**src/rtl/ue_pkg.sv**
```systemverilog
package ue_pkg;
  typedef enum logic [1:0] {
    RK_NONE   = 2'd0,
    RK_STATUS = 2'd1,
    RK_MASK   = 2'd2,
    RK_ONLINE = 2'd3
  } reg_kind_e;
endpackage

```
**src/rtl/ue_regdec.sv**
```systemverilog
module ue_regdec
  import ue_pkg::*;
#(
  parameter int ADDR_W  = 8,
  parameter int BASE    = 40,
  parameter int N_WORDS = 2,
  localparam int IDX_W  = (N_WORDS > 1) ? $clog2(N_WORDS) : 1
) (
  input  logic [ADDR_W-1:0] addr,
  output logic              hit,
  output reg_kind_e         kind,
  output logic [IDX_W-1:0]  idx
);
  // Three register groups of N_WORDS each, laid out back to back from BASE.
  always_comb begin
    hit  = 1'b0;
    kind = RK_NONE;
    idx  = '0;
    for (int k = 0; k < 3; k++) begin
      if (addr >= ADDR_W'(BASE + k * N_WORDS) &&
          addr <  ADDR_W'(BASE + (k + 1) * N_WORDS)) begin
        hit  = 1'b1;
        kind = reg_kind_e'(k + 1);
        idx  = IDX_W'(addr - ADDR_W'(BASE + k * N_WORDS));
      end
    end
  end
endmodule

```
**src/rtl/ue_status_bank.sv**
```systemverilog
module ue_status_bank #(
  parameter int N_SRC = 48
) (
  input  logic             clk,
  input  logic             rst_n,
  input  logic [N_SRC-1:0] err_set,
  input  logic [N_SRC-1:0] clr_vec,
  input  logic [N_SRC-1:0] mask_we,
  input  logic [N_SRC-1:0] mask_wdata,
  output logic [N_SRC-1:0] status_q,
  output logic [N_SRC-1:0] mask_q,
  output logic             pending
);
  // Set dominates clear: hardware pulses are ORed in after the clear.
  function automatic logic [N_SRC-1:0] status_next(
    input logic [N_SRC-1:0] cur, input logic [N_SRC-1:0] clr,
    input logic [N_SRC-1:0] set);
    return (cur & ~clr) | set;
  endfunction

  function automatic logic [N_SRC-1:0] merge_bits(
    input logic [N_SRC-1:0] cur, input logic [N_SRC-1:0] we,
    input logic [N_SRC-1:0] d);
    return (cur & ~we) | (d & we);
  endfunction

  logic [N_SRC-1:0] unmasked_vec;

  always_ff @(posedge clk or negedge rst_n) begin
    if (!rst_n) begin
      status_q <= '0;
      mask_q   <= '0;
    end else begin
      status_q <= status_next(status_q, clr_vec, err_set);
      mask_q   <= merge_bits(mask_q, mask_we, mask_wdata);
    end
  end

  assign unmasked_vec = status_q & ~mask_q;
  assign pending      = |unmasked_vec;

  assert_set_sticky_R2: assert property (@(posedge clk) disable iff (!rst_n)
    1'b1 |=> ((status_q & $past(err_set)) == $past(err_set)));

  assert_no_spurious_R2: assert property (@(posedge clk) disable iff (!rst_n)
    1'b1 |=> ((status_q & ~$past(status_q) & ~$past(err_set)) == '0));

  assert_w1c_R3: assert property (@(posedge clk) disable iff (!rst_n)
    (clr_vec != '0) |=> ((status_q & $past(clr_vec) & ~$past(err_set)) == '0));
endmodule

```
**src/rtl/ue_online_ctrl.sv**
```systemverilog
module ue_online_ctrl #(
  parameter int N_SRC = 48
) (
  input  logic             clk,
  input  logic             rst_n,
  input  logic             pending,
  input  logic [N_SRC-1:0] we,
  input  logic [N_SRC-1:0] wdata,
  output logic [N_SRC-1:0] online_q
);
  always_ff @(posedge clk or negedge rst_n) begin
    if (!rst_n)       online_q <= '1;
    else if (pending) online_q <= '0;
    else              online_q <= (online_q & ~we) | (wdata & we);
  end

  assert_forced_offline_R7: assert property (@(posedge clk) disable iff (!rst_n)
    pending |=> (online_q == '0));

  assert_online_hold_R8: assert property (@(posedge clk) disable iff (!rst_n)
    (!pending && we == '0) |=> (online_q == $past(online_q)));
endmodule

```
**src/rtl/ue_aggregator.sv**
```systemverilog
module ue_aggregator
  import ue_pkg::*;
#(
  parameter int N_SRC  = 48,
  parameter int DATA_W = 32,
  parameter int ADDR_W = 8,
  parameter int BASE   = 40
) (
  input  logic              clk,
  input  logic              rst_n,
  input  logic [N_SRC-1:0]  err_set,
  input  logic              reg_wr,
  input  logic              reg_rd,
  input  logic [ADDR_W-1:0] reg_addr,
  input  logic [DATA_W-1:0] reg_wdata,
  output logic [DATA_W-1:0] reg_rdata,
  output logic              host_irq,
  output logic              mgmt_alert,
  output logic [N_SRC-1:0]  unit_online
);
  localparam int N_WORDS = (N_SRC + DATA_W - 1) / DATA_W;
  localparam int PAD_W   = N_WORDS * DATA_W;
  localparam int IDX_W   = (N_WORDS > 1) ? $clog2(N_WORDS) : 1;
  localparam int LAST_USED = N_SRC - (N_WORDS - 1) * DATA_W;
  localparam logic [DATA_W-1:0] RSVD_MASK = ~((DATA_W'(1) << LAST_USED) - DATA_W'(1));

  function automatic logic [PAD_W-1:0] pad_vec(input logic [N_SRC-1:0] v);
    logic [PAD_W-1:0] p;
    p = '0;
    p[N_SRC-1:0] = v;
    return p;
  endfunction

  logic              dec_hit;
  reg_kind_e         dec_kind;
  logic [IDX_W-1:0]  dec_idx;
  logic [PAD_W-1:0]  we_stat_pad, we_mask_pad, we_onl_pad;
  logic [PAD_W-1:0]  wdata_pad;
  logic [N_SRC-1:0]  status_q, mask_q, clr_vec, mask_we, onl_we, wdata_vec;
  logic              pending;
  logic [DATA_W-1:0] rd_word;
  logic [PAD_W-1:0]  rd_src;

  ue_regdec #(.ADDR_W(ADDR_W), .BASE(BASE), .N_WORDS(N_WORDS)) u_dec (
    .addr(reg_addr), .hit(dec_hit), .kind(dec_kind), .idx(dec_idx));

  assign wdata_pad = {N_WORDS{reg_wdata}};

  for (genvar w = 0; w < N_WORDS; w++) begin : g_word_we
    logic sel;
    assign sel = reg_wr && dec_hit && (dec_idx == IDX_W'(w));
    assign we_stat_pad[w*DATA_W +: DATA_W] = {DATA_W{sel && dec_kind == RK_STATUS}};
    assign we_mask_pad[w*DATA_W +: DATA_W] = {DATA_W{sel && dec_kind == RK_MASK}};
    assign we_onl_pad[w*DATA_W +: DATA_W]  = {DATA_W{sel && dec_kind == RK_ONLINE}};
  end

  assign wdata_vec = wdata_pad[N_SRC-1:0];
  assign clr_vec   = we_stat_pad[N_SRC-1:0] & wdata_vec;
  assign mask_we   = we_mask_pad[N_SRC-1:0];
  assign onl_we    = we_onl_pad[N_SRC-1:0];

  ue_status_bank #(.N_SRC(N_SRC)) u_bank (
    .clk(clk), .rst_n(rst_n), .err_set(err_set), .clr_vec(clr_vec),
    .mask_we(mask_we), .mask_wdata(wdata_vec),
    .status_q(status_q), .mask_q(mask_q), .pending(pending));

  ue_online_ctrl #(.N_SRC(N_SRC)) u_onl (
    .clk(clk), .rst_n(rst_n), .pending(pending), .we(onl_we),
    .wdata(wdata_vec), .online_q(unit_online));

  always_comb begin
    case (dec_kind)
      RK_STATUS: rd_src = pad_vec(status_q);
      RK_MASK:   rd_src = pad_vec(mask_q);
      RK_ONLINE: rd_src = pad_vec(unit_online);
      default:   rd_src = '0;
    endcase
    rd_word = rd_src[int'(dec_idx)*DATA_W +: DATA_W];
  end

  always_ff @(posedge clk or negedge rst_n) begin
    if (!rst_n)                  reg_rdata <= '0;
    else if (reg_rd && dec_hit)  reg_rdata <= rd_word;
    else                         reg_rdata <= '0;
  end

  assign host_irq   = pending;
  assign mgmt_alert = pending;

  assert_unmapped_zero_R10: assert property (@(posedge clk) disable iff (!rst_n)
    (reg_rd && !dec_hit) |=> (reg_rdata == '0));

  assert_rsvd_zero_R11: assert property (@(posedge clk) disable iff (!rst_n)
    (reg_rd && dec_hit && dec_idx == IDX_W'(N_WORDS - 1)) |=> ((reg_rdata & RSVD_MASK) == '0));

  assert_irq_falls_on_write_R6: assert property (@(posedge clk) disable iff (!rst_n)
    $fell(host_irq) |-> $past(reg_wr));
endmodule

```
**config.mk**
```make
export PLATFORM = sky130hd
export DESIGN_NAME = ue_aggregator
export DESIGN_NICKNAME = d
export VERILOG_FILES = /design/src/rtl/ue_pkg.sv /design/src/rtl/ue_regdec.sv /design/src/rtl/ue_status_bank.sv /design/src/rtl/ue_online_ctrl.sv /design/src/rtl/ue_aggregator.sv
export SDC_FILE = /design/constraint.sdc
export NUM_CORES = 1
export LEC_CHECK = 0
export BUFFER_PORTS_ARGS = -buffer_cell sky130_fd_sc_hd__buf_4
export CORE_MARGIN = 2
export CORE_UTILIZATION = 55
export DETAILED_ROUTE_END_ITERATION = 8
export GPL_TIMING_DRIVEN = 0
export PLACE_DENSITY = 0.8
export RECOVER_POWER = 100
export SLEW_MARGIN = 30
export SYNTH_ARGS = -nofsm -noshare
export SYNTH_HDL_FRONTEND = slang
export SYNTH_SLANG_ARGS = --single-unit
```
**constraint.sdc**
```tcl
create_clock -name clk -period 2 [get_ports clk]
set_input_delay 0.2 -clock clk [delete_from_list [all_inputs] [get_ports clk]]
set_output_delay 0.2 -clock clk [all_outputs]
set_load 0.01 [all_outputs]
```
After elaboration in Yosys (flattened, before gate mapping) --
Index checks and enable logic that the tools add are counted.
Operators by class: add/subtract/negate cells 3, $lt $le $gt $ge 6, eq/ne operators 3, shifts and indexed selects 1, mux-type cells 12, bitwise logic cells 15, reductions and logical operators 14
Operators with widths (number):
- AND 48 bit | 7
- inverter 48 bit | 4
- bitwise OR 48 bit | 3
- case mux 48 bit (3 select lines) | 1
- variable part select 64 x 7 -> 32 bit | 1
- two-way mux 48 bit | 1
- OR reduction 48 bit | 1
- two-way mux 32 bit | 1
- greater-or-equal comparator 8 x 6 -> 1 bit (second input constant) | 3
- less-than comparator 8 x 6 -> 1 bit (second input constant) | 3
- logical AND 1 bit | 13
- two-way mux 1 bit | 7
- == test 2 bit (second input constant) | 2
- two-way mux 2 bit | 2
- subtractor 1 bit (second input constant) | 3
- == test 2 x 1 -> 1 bit (second input constant) | 1
- inverter 1 bit | 1
Storage, ports and cells: register bits after elaboration 176, input bits 92

Depth between registers and ports, before layout --
depth after elaboration 12, mapped depth 7, gate-level depth less buffers 4

Hierarchy --
Synthesis repeated with hierarchy kept, for this count alone.
Second synthesis, totals: cell total of the unflattened synthesis 697, area, all modules 8294.2 sq um
Modules (own cells, without submodules):
- ue_status_bank | instances 1, cells each 293, area an instance 3834.9 sq um, seq. area each 2402.3 sq um
- ue_aggregator | instances 1, cells each 247, area an instance 2418.6 sq um, seq. area each 800.8 sq um
- ue_online_ctrl | instances 1, cells each 149, area an instance 1965.6 sq um, seq. area each 1261.2 sq um
- ue_regdec | instances 1, cells each 8, area an instance 75.1 sq um, seq. area each 0.0 sq um

Least setup slack after synthesis --
No wires, ideal clock.
kind reg-to-output, start point register u_bank.status_q[44], end point output mgmt_alert, arrival 1.778 ns, setup slack 0.022 ns, stages on the path, launching flop included 7, buffers on the path 2, cells stage by stage dfrtp_1 -> nor2b_1 -> a2111oi_2 -> nand4_1 -> buf_2 -> or3_1 -> buf_4
Between the ends: longest elaborated chain between the ends 2
RTL lines:
- start: declaration | line ue_status_bank.sv:10 | output logic [N_SRC-1:0] status_q,
- start signal: assignment | line ue_status_bank.sv:34 | status_q <= status_next(status_q, clr_vec, err_set);
- AND 48 bit | line ue_status_bank.sv:39 | assign unmasked_vec = status_q & ~mask_q;
- OR reduction 48 bit | line ue_status_bank.sv:40 | assign pending = |unmasked_vec;
- end: declaration | line ue_aggregator.sv:18 | output logic mgmt_alert,
Every way passes these cells.

Worst setup path in the final report --
start point register u_bank.status_q[6], end point output mgmt_alert
The elaborated chain is that of the path after synthesis.

==> metrics.txt <==
Rows=45; max_slew headroom=18.4%; remaining antenna violation count=0; CP delay by family, top=simple AND/OR/NAND/NOR gates; number of port buffers=173; pin count of the biggest net entering global routing=91; most frequent CP cell=buf_6; cell taking the most area after synthesis=dfrtp_1; Nets=1075; synth cell count leaders=dfrtp_1 (128), mux2i_1 (80), nand2_1 (49); post-synth top area share=38.0%; Tot GR Track Use=36.3%; sequential fraction of the synthesis area=53.0%; syn_nets=810; Least-Margin Pin Slew=1.22 ns; worst endpoint data arrival time=2.57 ns; H-tree levels=4; Synth cell types=42; first-pass GRT wire length=44100 um; CP endpoint kind=output pin; Util after Layout=79.5%; Placement Cell Area=0.0100 sq mm; Yosys warnings=0; Vias=7725; fraction of layout cells with a size suffix above 1=39.2%; Fin. Hold Viols=0; syn_area_per_cell=11.7 sq um; Post-Synthesis Cell Area=0.00843 sq mm; Die H=128 um; total grt overflow=0; TritonCTS clock tree=yes; Die W=128 um; Clock Tree Root=clkbuf_16; CP Capture Point=mgmt_alert; vias in the first global route=7863; drt wl/cell=25.5 um; number of diodes=0; CP max FO=10; RSZ-0062 raised after global routing=yes; clock network latency to the later pin of the worst-skew pair=0.44 ns; crit path time final=2.77 ns; worst min path class=in -> reg; num ports=174; failing checks=negative setup slack; final setup TNS=-6.19 ns; Total Routed Length=30200 um; Final period util=139%; full die area=0.0163 sq mm; CP startpoint kind=register; CTS sink count=176; Reg2Reg Setup Slack=-0.19 ns; fmax=361 MHz; Critical Path RT=1.80 ns; initial antenna violation count=0; Worst Path Buf+Inv=3; count leader, synth=dfrtp_1; crit-path cells=nor2b_1 > a2111oi_2 > nand4_1 > buf_6 > or3_4 > buf_6 > buf_6; Power Density=650 mW/mm^2; total power=7800 uW; MaxCap Viol Count=0; clk buf depth=2; starting DRC count in detailed routing=919; fin worst setup slack=-0.772 ns; Clock Pin Slew Worst Setup and Hold Paths=0.07 ns; cells after synthesis=718; post-synthesis async set-or-reset flop share=100%; top area cells in the synthesized netlist=dfrtp_1 (38%), dfstp_2 (15%), mux2i_1 (9.5%); Starting Density=55.8%; Critical Path Slowest Stage Cell=a2111oi_2; predominant post-synthesis flop cell=dfrtp_1; number of flops mapped to enable cells by yosys=0; Leak=0.00550 uW; number of cells on the critical path=7; clk_skew=0.0135 ns; vias per inst=6.52; Peak supply drop=0.662 mV; minimum hold slack=0.0144 ns; FF+latch count, synth=176; slowest stage delay, CP=0.51 ns; DP HPWL=18100 um; Final Slew Violations=0; crit path from=u_bank.status_q[6]; r2r endpoint=u_onl.online_q[6]; # setup viols final=51; Reg2Reg Depth=7; drt pass-1 iters=5; RR Startpoint=u_bank.status_q[44]; clock buffer count from CTS=17; Core Area=0.0151 sq mm; synth-to-layout area growth=42.4%; type of the worst setup path=reg -> out; Placer Congestion=0.956; Final Cell Area=0.0120 sq mm; status=finished with violations; DRC Markers=0
-- metal layers --
layer | vias up | global-route usage, % | wire, um
li1 | 3165 | - | -
met1 | 3862 | 45.5 | 11100
met2 | 560 | 58.1 | 14300
met3 | 138 | 10.1 | 3280
met4 | 0 | 18.3 | 1490
met5 | - | 0 | 0
-- where the power goes --
part / internal [uW] / switching [uW] / leakage [uW]
logic: 314 / 382 / 0.00317
clock network: 1990 / 1460 / 0.000298
registers: 3610 / 46.8 / 0.00203
-- through the flow --
stage	worst slack, ns	std cells
after floorplan	0.0217	718
after global placement	-0.834	1079
after detailed placement	-0.819	1081
after CTS	-0.556	1179
after global routing	-0.803	1184
final	-0.772	1184
-- worst reg2reg max path, stage by stage, from the launching register on --
cell       delay [ns]
dfrtp_1          0.42
nor2b_4          0.15
a2111oi_4        0.47
nand4_1          0.22
buf_6            0.18
buf_4            0.14
buf_12           0.14
nor4_1           0.36
-- cell families after synthesis --
group	count (synthesis)	synth area share, %
AO/OA/AOI/OAI	140	13.0
buffers and inverters	69	3.83
AND/OR/NAND/NOR	204	14.2
multiplexers	129	16.1
flip-flops	176	53.0
-- layout by cell type, fill, tap and decap left out, types with 2 or more instances in the layout --
cell           instances
a2111oi_2              6
a2111oi_4              5
a21o_1                48
a21oi_1               32
a221oi_1              15
a22o_1                15
and4b_1                2
buf_1                  3
buf_12                 4
buf_2                 19
buf_4                163
buf_6                  9
bufinv_16              2
clkbuf_1              45
clkbuf_16             24
clkbuf_8               5
clkinv_4               5
dfrtp_1              128
dfstp_1               15
dfstp_2               33
dlygate4sd3_1         49
inv_1                 13
mux2_1                 5
mux2_2                44
mux2i_1               80
nand2_1               49
nand4_1                3
nand4b_1               3
nor2_1                22
nor2_4                10
nor2b_1               30
nor2b_4                7
nor3_1                15
nor3b_1                2
nor4_1                 5
nor4_2                23
nor4_4                21
o2bb2ai_1             16
-- cell type report --
| class | instances | area (sq um) |
|---|---|---|
| Multi-Input combinational cell | 473 | 4230 |
| Timing Repair Buffer | 246 | 1950 |
| Buffer | 56 | 450 |
| Sequential cell | 176 | 4460 |
| Tap cell | 188 | 235 |
| Clock inverter | 10 | 128 |
| Inverter | 13 | 48.8 |
| Clock buffer | 22 | 484 |
| Fill cell | 865 | 3100 |
-- how the worst min path moves through the flow --
stage             startpoint                          to  slack [ns]  cells past startpoint
6_report       reg_wdata[23]                    register        0.01                      2
3_3_place_gp     err_set[46]         u_bank.status_q[46]        0.38                      2
3_5_place_dp           rst_n         u_bank.status_q[34]        0.24                      2
5_1_grt        reg_wdata[23]                    register       0.007                      2
4_1_cts        reg_wdata[18]                    register       0.007                      2
2_1_floorplan          rst_n  asynchronous set/reset pin        -0.1                      0
-- what timing repair did --
item	4_1_cts	5_1_grt
buffers inserted	31	9
endpoints found under the hold margin	112	0
hold buffers	49	0
endpoints found under the setup margin	50	50
gates resized for setup	105	49
gates cloned	3	1
pin swaps	22	15
No activity file was read; power rests on OpenSTA's default activity.
